<file path="config.mk">
export PLATFORM = sky130hd
export DESIGN_NAME = chipsel_decoder
export DESIGN_NICKNAME = d
export VERILOG_FILES = /design/src/rtl/chipsel_pkg.sv /design/src/rtl/chipsel_regs.sv /design/src/rtl/chipsel_match.sv /design/src/rtl/chipsel_prio.sv /design/src/rtl/chipsel_decoder.sv
export SDC_FILE = /design/constraint.sdc
export NUM_CORES = 1
export LEC_CHECK = 0
export ABC_AREA = 1
export BUFFER_PORTS_ARGS = -buffer_cell sky130_fd_sc_hd__buf_2
export CORE_ASPECT_RATIO = 0.5
export CORE_MARGIN = 2
export CORE_UTILIZATION = 45
export DETAILED_ROUTE_END_ITERATION = 12
export PLACE_DENSITY = 0.64
export SLEW_MARGIN = 5
export SYNTH_ARGS = -nofsm -noshare
export SYNTH_HDL_FRONTEND = slang
export SYNTH_SLANG_ARGS = --single-unit
</file>
<file path="constraint.sdc">
create_clock -name clk -period 2.7 [get_ports clk]
set_input_delay 0.54 -clock clk [delete_from_list [all_inputs] [get_ports clk]]
set_output_delay 0.54 -clock clk [all_outputs]
set_load 0.005 [all_outputs]
</file>
<file path="src/rtl/chipsel_pkg.sv">
// Package: field positions shared by the chip-select decoder modules.
// Assumes the base/mask word layout: valid flag at bit 0, function-code
// field in bits 7..4, compared address bits from ADDR_LO upward.
package chipsel_pkg;
    localparam int VALID_BIT = 0;
    localparam int FC_LO     = 4;
    localparam int ADDR_LO   = 8;
endpackage

</file>
<file path="src/rtl/chipsel_regs.sv">
// Module: chipsel_regs
// Holds the base and mask word of each channel. Index 0..NCH-1 selects a
// base word, NCH..2*NCH-1 a mask word. Readback is combinational. Only the
// decode fields are exported so downstream logic sees no unused bits.
// Assumes a synchronous active-low reset.
module chipsel_regs #(
    parameter int NCH   = 4,
    parameter int AW    = 32,
    parameter int FCW   = 4,
    parameter int IDX_W = $clog2(2 * NCH)
) (
    input  logic                          clk,
    input  logic                          rst_n,
    input  logic                          wr_en,
    input  logic [IDX_W-1:0]              reg_idx,
    input  logic [AW-1:0]                 wr_data,
    output logic [AW-1:0]                 rd_data,
    output logic [NCH-1:0]                ch_valid,
    output logic [NCH-1:0][AW-chipsel_pkg::ADDR_LO-1:0] base_addr,
    output logic [NCH-1:0][AW-chipsel_pkg::ADDR_LO-1:0] mask_addr,
    output logic [NCH-1:0][FCW-1:0]       base_fc,
    output logic [NCH-1:0][FCW-1:0]       mask_fc
);
    import chipsel_pkg::*;

    logic [NCH-1:0][AW-1:0] base_q;
    logic [NCH-1:0][AW-1:0] mask_q;

    // Store a write into the indexed base or mask word; clear all on reset.
    always_ff @(posedge clk) begin
        if (!rst_n) begin
            base_q <= '0;
            mask_q <= '0;
        end else if (wr_en) begin
            for (int c = 0; c < NCH; c++) begin
                if (reg_idx == IDX_W'(c))       base_q[c] <= wr_data;
                if (reg_idx == IDX_W'(NCH + c)) mask_q[c] <= wr_data;
            end
        end
    end

    // Present the indexed register on the readback port.
    always_comb begin
        rd_data = '0;
        for (int c = 0; c < NCH; c++) begin
            if (reg_idx == IDX_W'(c))       rd_data = base_q[c];
            if (reg_idx == IDX_W'(NCH + c)) rd_data = mask_q[c];
        end
    end

    // Split each word into the fields the comparators need.
    always_comb begin
        for (int c = 0; c < NCH; c++) begin
            ch_valid[c]  = base_q[c][VALID_BIT];
            base_addr[c] = base_q[c][AW-1:ADDR_LO];
            mask_addr[c] = mask_q[c][AW-1:ADDR_LO];
            base_fc[c]   = base_q[c][FC_LO+FCW-1:FC_LO];
            mask_fc[c]   = mask_q[c][FC_LO+FCW-1:FC_LO];
        end
    end


    write_lands_chk: assert property (@(posedge clk) disable iff (!rst_n)
        ($past(wr_en) && ($past(reg_idx) < IDX_W'(NCH)))
            |-> (base_q[$past(reg_idx)] == $past(wr_data)));
endmodule

</file>
<file path="src/rtl/chipsel_match.sv">
// Module: chipsel_match
// Compares one channel's base fields with the bus address and function
// code. Set mask bits are don't-care on both sides. The low ADDR_LO address
// bits are always don't-care. An invalid channel never hits.
module chipsel_match #(
    parameter int AW  = 32,
    parameter int FCW = 4
) (
    input  logic                             valid,
    input  logic [AW-chipsel_pkg::ADDR_LO-1:0] base_addr,
    input  logic [AW-chipsel_pkg::ADDR_LO-1:0] mask_addr,
    input  logic [FCW-1:0]                   base_fc,
    input  logic [FCW-1:0]                   mask_fc,
    input  logic [AW-1:0]                    addr,
    input  logic [FCW-1:0]                   fc,
    output logic                             hit
);
    import chipsel_pkg::*;

    logic [AW-1:0] full_base;
    logic [AW-1:0] full_mask;
    logic          addr_ok;
    logic          fc_ok;

    // Widen the fields so low address bits become forced don't-care.
    always_comb begin
        full_base = {base_addr, {ADDR_LO{1'b0}}};
        full_mask = {mask_addr, {ADDR_LO{1'b1}}};
        addr_ok   = (((addr ^ full_base) & ~full_mask) == '0);
        fc_ok     = (((fc ^ base_fc) & ~mask_fc) == '0);
        hit       = valid && addr_ok && fc_ok;
    end
endmodule

</file>
<file path="src/rtl/chipsel_prio.sv">
// Module: chipsel_prio
// Picks the lowest-numbered hitting channel and encodes it both as
// index+1 and one-hot. While channel 0 is invalid it forces code 1.
module chipsel_prio #(
    parameter int NCH    = 4,
    parameter int CODE_W = $clog2(NCH + 1)
) (
    input  logic [NCH-1:0]    hits,
    input  logic              boot,
    output logic [CODE_W-1:0] code,
    output logic [NCH-1:0]    onehot
);
    // Scan from the highest channel down so the lowest hit is left in place.
    always_comb begin
        code   = '0;
        onehot = '0;
        for (int i = NCH - 1; i >= 0; i--) begin
            if (hits[i]) begin
                code      = CODE_W'(i + 1);
                onehot    = '0;
                onehot[i] = 1'b1;
            end
        end
        if (boot) begin
            code      = CODE_W'(1);
            onehot    = '0;
            onehot[0] = 1'b1;
        end
    end
endmodule

</file>
<file path="src/rtl/chipsel_decoder.sv">
// Module: chipsel_decoder (top)
// Programmable chip-select decoder. It has NCH channels of base/mask
// registers, parallel comparators, a priority encoder and registered select
// outputs. Register changes are seen by the decode from the next cycle.
// Assumes a synchronous active-low reset.
module chipsel_decoder #(
    parameter int NCH    = 4,
    parameter int AW     = 32,
    parameter int FCW    = 4,
    parameter int IDX_W  = $clog2(2 * NCH),
    parameter int CODE_W = $clog2(NCH + 1)
) (
    input  logic              clk,
    input  logic              rst_n,
    input  logic              wr_en,
    input  logic [IDX_W-1:0]  reg_idx,
    input  logic [AW-1:0]     wr_data,
    output logic [AW-1:0]     rd_data,
    input  logic              addr_valid,
    input  logic [AW-1:0]     addr,
    input  logic [FCW-1:0]    fc,
    output logic [CODE_W-1:0] sel_code,
    output logic [NCH-1:0]    sel_onehot
);
    import chipsel_pkg::*;
    localparam int FAW = AW - ADDR_LO;

    logic [NCH-1:0]           ch_valid;
    logic [NCH-1:0][FAW-1:0]  base_addr;
    logic [NCH-1:0][FAW-1:0]  mask_addr;
    logic [NCH-1:0][FCW-1:0]  base_fc;
    logic [NCH-1:0][FCW-1:0]  mask_fc;
    logic [NCH-1:0]           hits;
    logic [CODE_W-1:0]        code_d;
    logic [NCH-1:0]           onehot_d;

    chipsel_regs #(.NCH(NCH), .AW(AW), .FCW(FCW), .IDX_W(IDX_W)) u_regs (
        .clk(clk), .rst_n(rst_n), .wr_en(wr_en), .reg_idx(reg_idx),
        .wr_data(wr_data), .rd_data(rd_data), .ch_valid(ch_valid),
        .base_addr(base_addr), .mask_addr(mask_addr),
        .base_fc(base_fc), .mask_fc(mask_fc)
    );

    for (genvar g = 0; g < NCH; g++) begin : g_ch
        chipsel_match #(.AW(AW), .FCW(FCW)) u_match (
            .valid(ch_valid[g]), .base_addr(base_addr[g]),
            .mask_addr(mask_addr[g]), .base_fc(base_fc[g]),
            .mask_fc(mask_fc[g]), .addr(addr), .fc(fc), .hit(hits[g])
        );
    end

    chipsel_prio #(.NCH(NCH), .CODE_W(CODE_W)) u_prio (
        .hits(hits), .boot(!ch_valid[0]), .code(code_d), .onehot(onehot_d)
    );

    // Capture the decode for strobed cycles; idle otherwise.
    always_ff @(posedge clk) begin
        if (!rst_n || !addr_valid) begin
            sel_code   <= '0;
            sel_onehot <= '0;
        end else begin
            sel_code   <= code_d;
            sel_onehot <= onehot_d;
        end
    end


    idle_after_nostrobe_chk: assert property (@(posedge clk) disable iff (!rst_n)
        !$past(addr_valid) |-> (sel_code == '0 && sel_onehot == '0));


    boot_default_chk: assert property (@(posedge clk) disable iff (!rst_n)
        ($past(addr_valid) && !$past(ch_valid[0])) |-> (sel_code == CODE_W'(1)));


    onehot_code_agree_chk: assert property (@(posedge clk) disable iff (!rst_n)
        $onehot0(sel_onehot) && ((sel_code == '0) == (sel_onehot == '0)));


    no_hit_zero_chk: assert property (@(posedge clk) disable iff (!rst_n)
        ($past(addr_valid) && $past(ch_valid[0]) && ($past(hits) == '0))
            |-> (sel_code == '0));


    invalid_never_hits_chk: assert property (@(posedge clk) disable iff (!rst_n)
        ((hits & ~ch_valid) == '0));
endmodule

</file>
Yosys cells after proc, flatten, opt, wreduce, memory -nomap -nowiden
Cells that the tools add are included.
{ "totals": {"ff_bits": 263, "inputBits": 75, "out_inout_bits": 39} }
{ "op_classes": {"eq_ne": 7, "mux": 18, "bitwise_logic": 25, "reduce_logical": 31} }
{ "op_table": {"columns": ["cell", "count"], "rows": [
  ["32-bit two-way mux", 8],
  ["32-bit bitwise AND", 4],
  ["32-bit logical NOT", 4],
  ["32-bit NOT", 4],
  ["32-bit XOR", 4],
  ["4-bit bitwise AND", 4],
  ["4-bit logical NOT", 4],
  ["4-bit NOT", 4],
  ["2-bit AND reduction", 8],
  ["4-bit XOR", 4],
  ["3-bit equality test (second input constant)", 4],
  ["1-bit logical AND", 8],
  ["3-bit by 2-bit equality test with 1-bit output (second input constant)", 2],
  ["2-bit two-way mux", 3],
  ["3-bit two-way mux", 2],
  ["5-bit OR reduction", 1],
  ["1-bit two-way mux", 4],
  ["4-bit two-way mux", 1],
  ["4-bit OR reduction", 1],
  ["3-bit by 1-bit equality test with 1-bit output (second input constant)", 1],
  ["3-bit logical NOT", 1],
  ["3-bit OR reduction", 1],
  ["1-bit logical NOT", 2],
  ["1-bit logical OR", 1],
  ["1-bit NOT", 1]
]} }

Logic depth before layout (Yosys ltp)
Gate-level depths: netlist of run 1.
{ "logic_depth": {"word_depth": 10, "mapped_depth": 11, "ltp_nobuf": 11} }

Modules after synthesis
A second synthesis of run 1 with hierarchy kept.
{ "unflattened": {"cells_unflattened": 2580, "hier_area_um2": 15884.0} }
{ "modules_own_cells": {"columns": ["mod", "instances", "cells_each", "area_each_um2", "seq_area_each_um2"], "rows": [
  ["chipsel_regs", 1, 1844, 12787.3, 5124.9],
  ["chipsel_match", 4, 175, 708.2, 0.0],
  ["chipsel_decoder", 1, 23, 202.7, 140.1],
  ["chipsel_prio", 1, 13, 61.3, 0.0]
]} }

Worst setup path before layout of run 1
Ideal clock, no wire load.
{ "synth_timing": {"path_kind": "in2out", "start": "in reg_idx[1]", "end": "out rd_data[26]", "t_arrival_ns": 1.577, "setup_slack_ns": 0.583, "path_stages": 8, "n_path_buf": 3, "cell_sequence": "buf_4 > nor2_1 > nand2_1 > buf_2 > buf_2 > nor2_1 > nor4_1 > nand4_1"} }
{ "synth_between": {"elab_chain_cells": 9, "word_cells_on_any_way": 16, "cone_classes": "eq/ne (7); mux (8); reduce/logical (1)"} }
{ "synth_rtl": {"columns": ["item", "line_no", "rtl"], "rows": [
  ["start: declaration", "chipsel_decoder.sv:16", "input logic [IDX_W-1:0] reg_idx,"],
  ["3-bit logical NOT", "chipsel_regs.sv:46", "if (reg_idx == IDX_W'(c)) rd_data = base_q[c];"],
  ["32-bit two-way mux", "chipsel_regs.sv:46", null],
  ["32-bit two-way mux", "chipsel_regs.sv:47", "if (reg_idx == IDX_W'(NCH + c)) rd_data = mask_q[c];"],
  ["32-bit two-way mux", "chipsel_regs.sv:46", null],
  ["32-bit two-way mux", "chipsel_regs.sv:47", null],
  ["32-bit two-way mux", "chipsel_regs.sv:46", null],
  ["32-bit two-way mux", "chipsel_regs.sv:47", null],
  ["32-bit two-way mux", "chipsel_regs.sv:46", null],
  ["32-bit two-way mux *", "chipsel_regs.sv:47", null],
  ["end: declaration", "chipsel_decoder.sv:18", "output logic [AW-1:0] rd_data,"]
]} }
Mark *: on every way between the ends. The rest lies on a longest branch, timed or not.

Final worst setup path of run 1
{ "layout_timing": {"start": "in reg_idx[0]", "end": "out rd_data[30]"} }
Same word-level chain as after synthesis.

==> run metrics, run 1 <==
status=completed; DR pass1 iterations=5; clk root buf=clkbuf_16; commonest non-fill, non-tap cell in the layout=nand2_1; register area=5245 µm²; R2R setup slack=1020 ps; clk_lat worst skew=530 ps; largest net degree at the start of global routing=81; number of antenna-violating nets in the routed design=0; final wirelength=43740 µm; Placer Congestion=0.9286; DR vias/cell=5.366; Mapped Cells=1936; wire per inst=18.17 µm; Max FO, Critical Path=10; post-cts hold buffer count=0; final core occ=52.72%; DRC marker count from the first detailed-route iteration=1466; share of cells above drive strength 1=10.47%; final worst setup slack=155.6 ps; slowest CP cell=buf_4; Reg-to-Reg End=sel_code[2]; initial antenna violation count=1; clock sink count=262; # fillers=2823; GRT overflow=0; Req. time, crit path=2160 ps; Fin Hold WS=346.3 ps; Multi-input gate area=5948 µm²; CTS tree=done; Tcrit/Tclk final=94.24%; Fin. Hold Viols=0; H-tree levels=1; I/O Pins=114; Syn. warnings=0; synthesized area=12680 µm²; VDD IR max=0.3988 mV; Max Root-Sink Buffers=3; Slew Viols, Final=0; first-pass GRT wire length=66870 µm; core area=27710 µm²; post-synth cell types=20; post_cts resized=0; DP Wirelength=30350 µm; Worst Setup End Kind=output pin; clock-pin slew on the worst setup and hold paths=70 ps; CTS buffer count=25; setup TNS=0 ps; leakage power=5.994 nW; Die ar.=29610 µm²; Syn Area/Cell=6.549 µm²; initial core utilization=45.76%; area grow syn2layout=15.21%; vias in the first global route=11483; chip height=122.7 µm; clock skew=8.819 ps; slew margin rel.=60.28%; Syn Nets=2011; CP Launch Point=reg_idx[0]; Die X=241.4 µm; maximum clock frequency=393.0 MHz; remaining design rule violation count=0; post-synthesis sequential area ratio=41.37%; Post-CTS Setup Inserts=0; ANT cells=0; PD cells=587.6 nW/µm²; Vias=12916; CP Data Arrival Time=2000 ps; # port buffers=105; startpoint types=input port; fin crit period=2544 ps; unrepaired setup endpoints after global routing=false; All-Layer GR Usage=29.85%; Worst path max stage delay=260 ps; Placement Setup Slack=195.6 ps; actual slew at the worst max-slew pin=595.7 ps; crit-path cells=buf_2 -> inv_2 -> nor2_1 -> nand2_1 -> buf_4 -> inv_2 -> nand2_1 -> nand3_1 -> a21oi_1 -> nand4_1 -> buf_2; Total Power=8.583 mW; Max Cap Viol=0; # setup viols final=0; Worst Setup Path Type=in -> out; Worst setup endpoint=rd_data[30]; post-layout net count=2085; most frequent cells in the layout=380 x nand2_1, 283 x inv_1, 274 x a21oi_1; FP Rows=43; r2r startpoint=u_regs.base_addr[90]; Register-to-Register Path Depth=9; Seq cells post-synth=262; HP Class=in -> reg
-- synthesized netlist by cell type --
master	n	area [µm²]
inv_1	283	1062
inv_2	9	33.78
buf_2	14	70.07
nand3_1	143	715.7
buf_4	2	15.01
nand4_1	12	75.07
o22ai_1	35	219.0
a22oi_1	16	120.1
nor4_1	7	43.79
nor2_1	117	439.2
nor2_2	5	31.28
o21ai_0	262	1311
clkbuf_1	87	326.6
a21oi_1	274	1371
o21ai_1	10	50.05
xnor2_1	1	8.760
buf_1	4	15.01
o2111ai_1	10	87.58
dfxtp_1	262	5245
nand2_1	383	1438
-- worst max-delay path, delay by kind of cell --
kind | cells | cell delay [ps]
buffers and inverters | 5 | 840
and+or+nand+nor | 5 | 510
AOI/OAI and AO/OA | 1 | 120
-- cell type report --
| class | count | area share [%] |
|---|---|---|
| clock inverter | 4 | 0.1542 |
| clock buffer | 38 | 5.165 |
| timing repair buffer | 154 | 7.273 |
| sequential | 262 | 35.91 |
| tap | 382 | 3.272 |
| inverter | 292 | 7.504 |
| multi-input combinational | 1275 | 40.72 |
-- cell families (layout without fill, tap and decap cells) --
| group | count (synthesis) | in the layout | share of synthesized area (%) |
|---|---|---|---|
| AO/OA/AOI/OAI | 607 | 607 | 24.92 |
| flip-flops | 262 | 262 | 41.37 |
| XOR/XNOR | 1 | 1 | 0.06909 |
| buffers and inverters | 399 | 488 | 12.01 |
| AND/OR/NAND/NOR | 667 | 667 | 21.63 |
-- how the worst min path moves through the flow --
stage          slack (ps)        startpoint           endpoint  cells after the start
2_1_floorplan         430  u_regs.base_q[1]   u_regs.base_q[1]                      2
3_3_place_gp          440  u_regs.mask_q[2]   u_regs.mask_q[2]                      2
3_5_place_dp          450  u_regs.mask_q[2]   u_regs.mask_q[2]                      2
4_1_cts               330        wr_data[4]  u_regs.base_fc[4]                      3
5_1_grt               360        wr_data[1]  u_regs.mask_q[33]                      3
6_report              350        wr_data[4]  u_regs.base_fc[4]                      3
-- routing by layer --
metal	track usage, %	share of wire, %	vias to the layer above
li1	-	-	6474
met1	43.93	47	5910
met2	44.25	42	473
met3	7.063	9.5	57
met4	6.019	1.8	2
met5	0	0.023	-
-- registers in the layout, indices dropped and copies added, names as in the netlist --
signal / count
u_regs.mask_addr: 96
sel_code: 3
sel_onehot: 3
u_regs.mask_fc: 16
u_regs.mask_q: 16
u_regs.ch_valid: 4
u_regs.base_fc: 16
u_regs.base_addr: 96
u_regs.base_q: 12
-- power breakdown --
part,switching [mW],internal (mW)
Sequential,0.0634,4.00
Combinational,0.739,0.327
Clock,1.54,1.91
Total,2.34,6.24
-- metrics by stage --
stage | instances | cell area [µm²]
2_1_floorplan | 1936 | 12680
3_3_place_gp | 2365 | 13830
3_5_place_dp | 2365 | 13830
5_1_grt | 2407 | 14610
4_1_cts | 2407 | 14610
6_report | 2407 | 14610
No activity file was read; power rests on OpenSTA's default activity.
==> inputs of run 2 (changes only) <==
--- a/config.mk
+++ b/config.mk
@@ -8,7 +8,7 @@
 export ABC_AREA = 1
 export BUFFER_PORTS_ARGS = -buffer_cell sky130_fd_sc_hd__buf_2
 export CORE_ASPECT_RATIO = 0.5
-export CORE_MARGIN = 2
+export CORE_MARGIN = 4
 export CORE_UTILIZATION = 45
 export DETAILED_ROUTE_END_ITERATION = 12
 export PLACE_DENSITY = 0.64
==> constraint.sdc (replaced) <==
create_clock -name clk -period 2.55 [get_ports clk]
set_input_delay 0.51 -clock clk [delete_from_list [all_inputs] [get_ports clk]]
set_output_delay 0.51 -clock clk [all_outputs]
set_load 0.005 [all_outputs]
==> run 2 against run 1 <==
  * Clock-buffer cell count is 3 lower
  * Routed wire length is 0.92% higher
  * Clock skew hardly changed
  * Design area is 0.39% higher
  * Critical path depth is 3 lower
  * Global-route usage is 2.3 points lower
  * Via count is 0.27% higher
  * Die area is 5.0% higher
  * First-iteration DRC count is 14% lower
  * Combinational power is 6% higher
  * Largest cell class unchanged
  * Highest routed layer unchanged
==> run metrics, run 2 (synthesis results as in run 1) <==
# port buffers=105 (unchanged); power share of the sequential group=45.9% (-1.4 points); DR vias/cell=5.372 (+0.10%); Tcrit/Tclk final=96.46%; Die X=245.4 µm (+1.7%); Slew Viols, Final=0 (unchanged); Clk pwr share=42.1% (+1.9 points); All-Layer GR Usage=27.60% (-2.3 points); status=completed; Vias=12951 (+0.27%); final worst setup slack=90.20 ps (-65.42 ps); final wirelength=44150 µm (+0.92%); H-tree levels=1 (unchanged); clock skew=8.539 ps (-0.2802 ps); Worst path max stage delay=280 ps (+20 ps); share of cells above drive strength 1=10.69% (+0.23 points); Fin. Hold Viols=0 (unchanged); FP Rows=43 (unchanged); setup TNS=0 ps (unchanged); post_cts resized=0 (unchanged); Worst Setup Path Type=in -> out; unrepaired setup endpoints after global routing=false; post-placement cell count=2367 (+0.085%); # setup viols final=0 (unchanged); commonest non-fill, non-tap cell in the layout=nand2_1; first-pass GRT wire length=67360 µm (+0.74%); maximum clock frequency=406.5 MHz; Total Power=9.372 mW (+9.2%); P_int=6.855 mW (+9.8%); post-cts hold buffer count=0 (unchanged); DR pass1 iterations=6 (+1); clk root buf=clkbuf_16; most frequent CP cell=buf_2; GRT overflow=0 (unchanged); Worst Setup End Kind=output pin; CTS tree=done; Req. time, crit path=2040 ps (-120 ps); leakage power=6.033 nW (+0.66%); Max Cap Viol=0 (unchanged); most frequent cells in the layout=380 x nand2_1, 283 x inv_1, 274 x a21oi_1; Max FO, Critical Path=8 (-2); VDD IR max=0.4621 mV (+16%); Switching Fraction=26.86% (-0.42 points); Max Root-Sink Buffers=3 (unchanged); non-filler instance count after layout=2411 (+0.17%); Die ar.=31090 µm² (+5.0%); core area=27710 µm² (unchanged); number of antenna-violating nets in the routed design=0 (unchanged); crit-path cells=buf_2 -> nor2_1 -> nand2_1 -> buf_4 -> o22ai_1 -> nor4_1 -> nand4_1 -> buf_2; area grow syn2layout=15.65%; DP Wirelength=30410 µm (+0.20%); crit path buf inv count=3 (-2); Placer Congestion=0.9305 (+0.20%); clock-pin slew on the worst setup and hold paths=70 ps (about the same); Comb power frac=12.1% (-0.3 points); largest net degree at the start of global routing=62 (-23%); PD cells=639.2 nW/µm² (+8.8%); clk_lat worst skew=540 ps (about the same); Post-CTS Setup Inserts=0 (unchanged); post-layout net count=2087 (+0.096%); actual slew at the worst max-slew pin=612.5 ps (+16.75 ps); remaining design rule violation count=0 (unchanged); HP Class=in -> reg; crit-path leading delay family=simple AND/OR/NAND/NOR gates; DRC marker count from the first detailed-route iteration=1259 (-14%); Placement Setup Slack=133.6 ps (-62.04 ps); CTS buffer count=25 (unchanged); wire per inst=18.31 µm (+0.76%); startpoint types=input port; clock sink count=262 (unchanged); Psw=2.518 mW (+7.5%); # fillers=2793 (-1.1%); CP Data Arrival Time=1950 ps (-50 ps); chip height=126.7 µm (+3.3%); initial antenna violation count=1 (unchanged); ANT cells=0 (unchanged); vias in the first global route=11711 (+2.0%); slew margin rel.=59.17% (-1.1 points); slowest CP cell=nor4_1; I/O Pins=114 (unchanged); fin crit period=2460 ps; initial core utilization=45.76% (unchanged)
==> run 2: cell types whose count changed in the layout (fill, tap and decap cells not counted), moves of 2 or more <==
cell and delta:
buf_12 -2, buf_4 +4, bufinv_16 +3, clkbuf_8 -2, clkinv_2 +3
==> run 2: per-stage QoR <==
step / util, % / hold slack (ps) / cell area [µm²]
after CTS: 52.92 / 301.5 / 14660
final: 52.92 / 314.9 / 14660
after detailed placement: 49.88 / 443.5 / 13820
after floorplan: - / 429.7 / 12680
after global placement: 49.88 / 439.2 / 13820
after global routing: 52.92 / 335.0 / 14660
==> run 2: power by group through the flow <==
stage | registers (mW) | logic (mW) | clock network [mW]
final | 4.30 | 1.13 | 3.94
after global placement | 4.39 | 1.09 | 0
after CTS | 4.30 | 1.11 | 3.98
after global routing | 4.31 | 1.25 | 4.13
after detailed placement | 4.39 | 1.10 | 0
after floorplan | 4.38 | 0.623 | 0
==> run 2: layer usage <==
layer | up-vias | track usage, % | share of wire [%]
li1 | 6482 | - | -
met1 | 5943 | 40.17 | 47
met2 | 442 | 41.67 | 42
met3 | 82 | 6.591 | 8.5
met4 | 2 | 6.231 | 2.2
met5 | - | 0 | 0.032
==> run 2: cell type report <==
cell class,instances,area (µm²),share of cell area [%]
Sequential cell,262,5245,35.77
Clock buffer,35,723.2,4.932
Tap cell,382,478.0,3.260
Timing Repair Buffer,156,1052,7.176
Inverter,292,1096,7.475
Clock inverter,9,120.1,0.8192
Multi-Input combinational cell,1275,5948,40.57
==> run 2: final timing paths <==
| kind | start | endpoint | slack, ps | cells after the start |
|---|---|---|---|---|
| max | reg_idx[1] | rd_data[17] | 90 | 8 |
| min | wr_data[3] | u_regs.base_q[99] | 310 | 3 |
| max reg2reg | u_regs.base_addr[89] | sel_code[2] | 900 | 11 |
| min reg2reg | u_regs.mask_q[0] | u_regs.mask_q[0] | 450 | 2 |
==> run 2: worst register-to-register path, cell delays in order (launching register included) <==
cell and delay (ps):
dfxtp_1 340, inv_1 80, nand2_1 50, nand3_1 150
nand2_1 130, inv_1 70, nand2_1 50, nor2_1 160
nand2_1 80, nor2_1 260, nand3_1 130, nor2_1 100
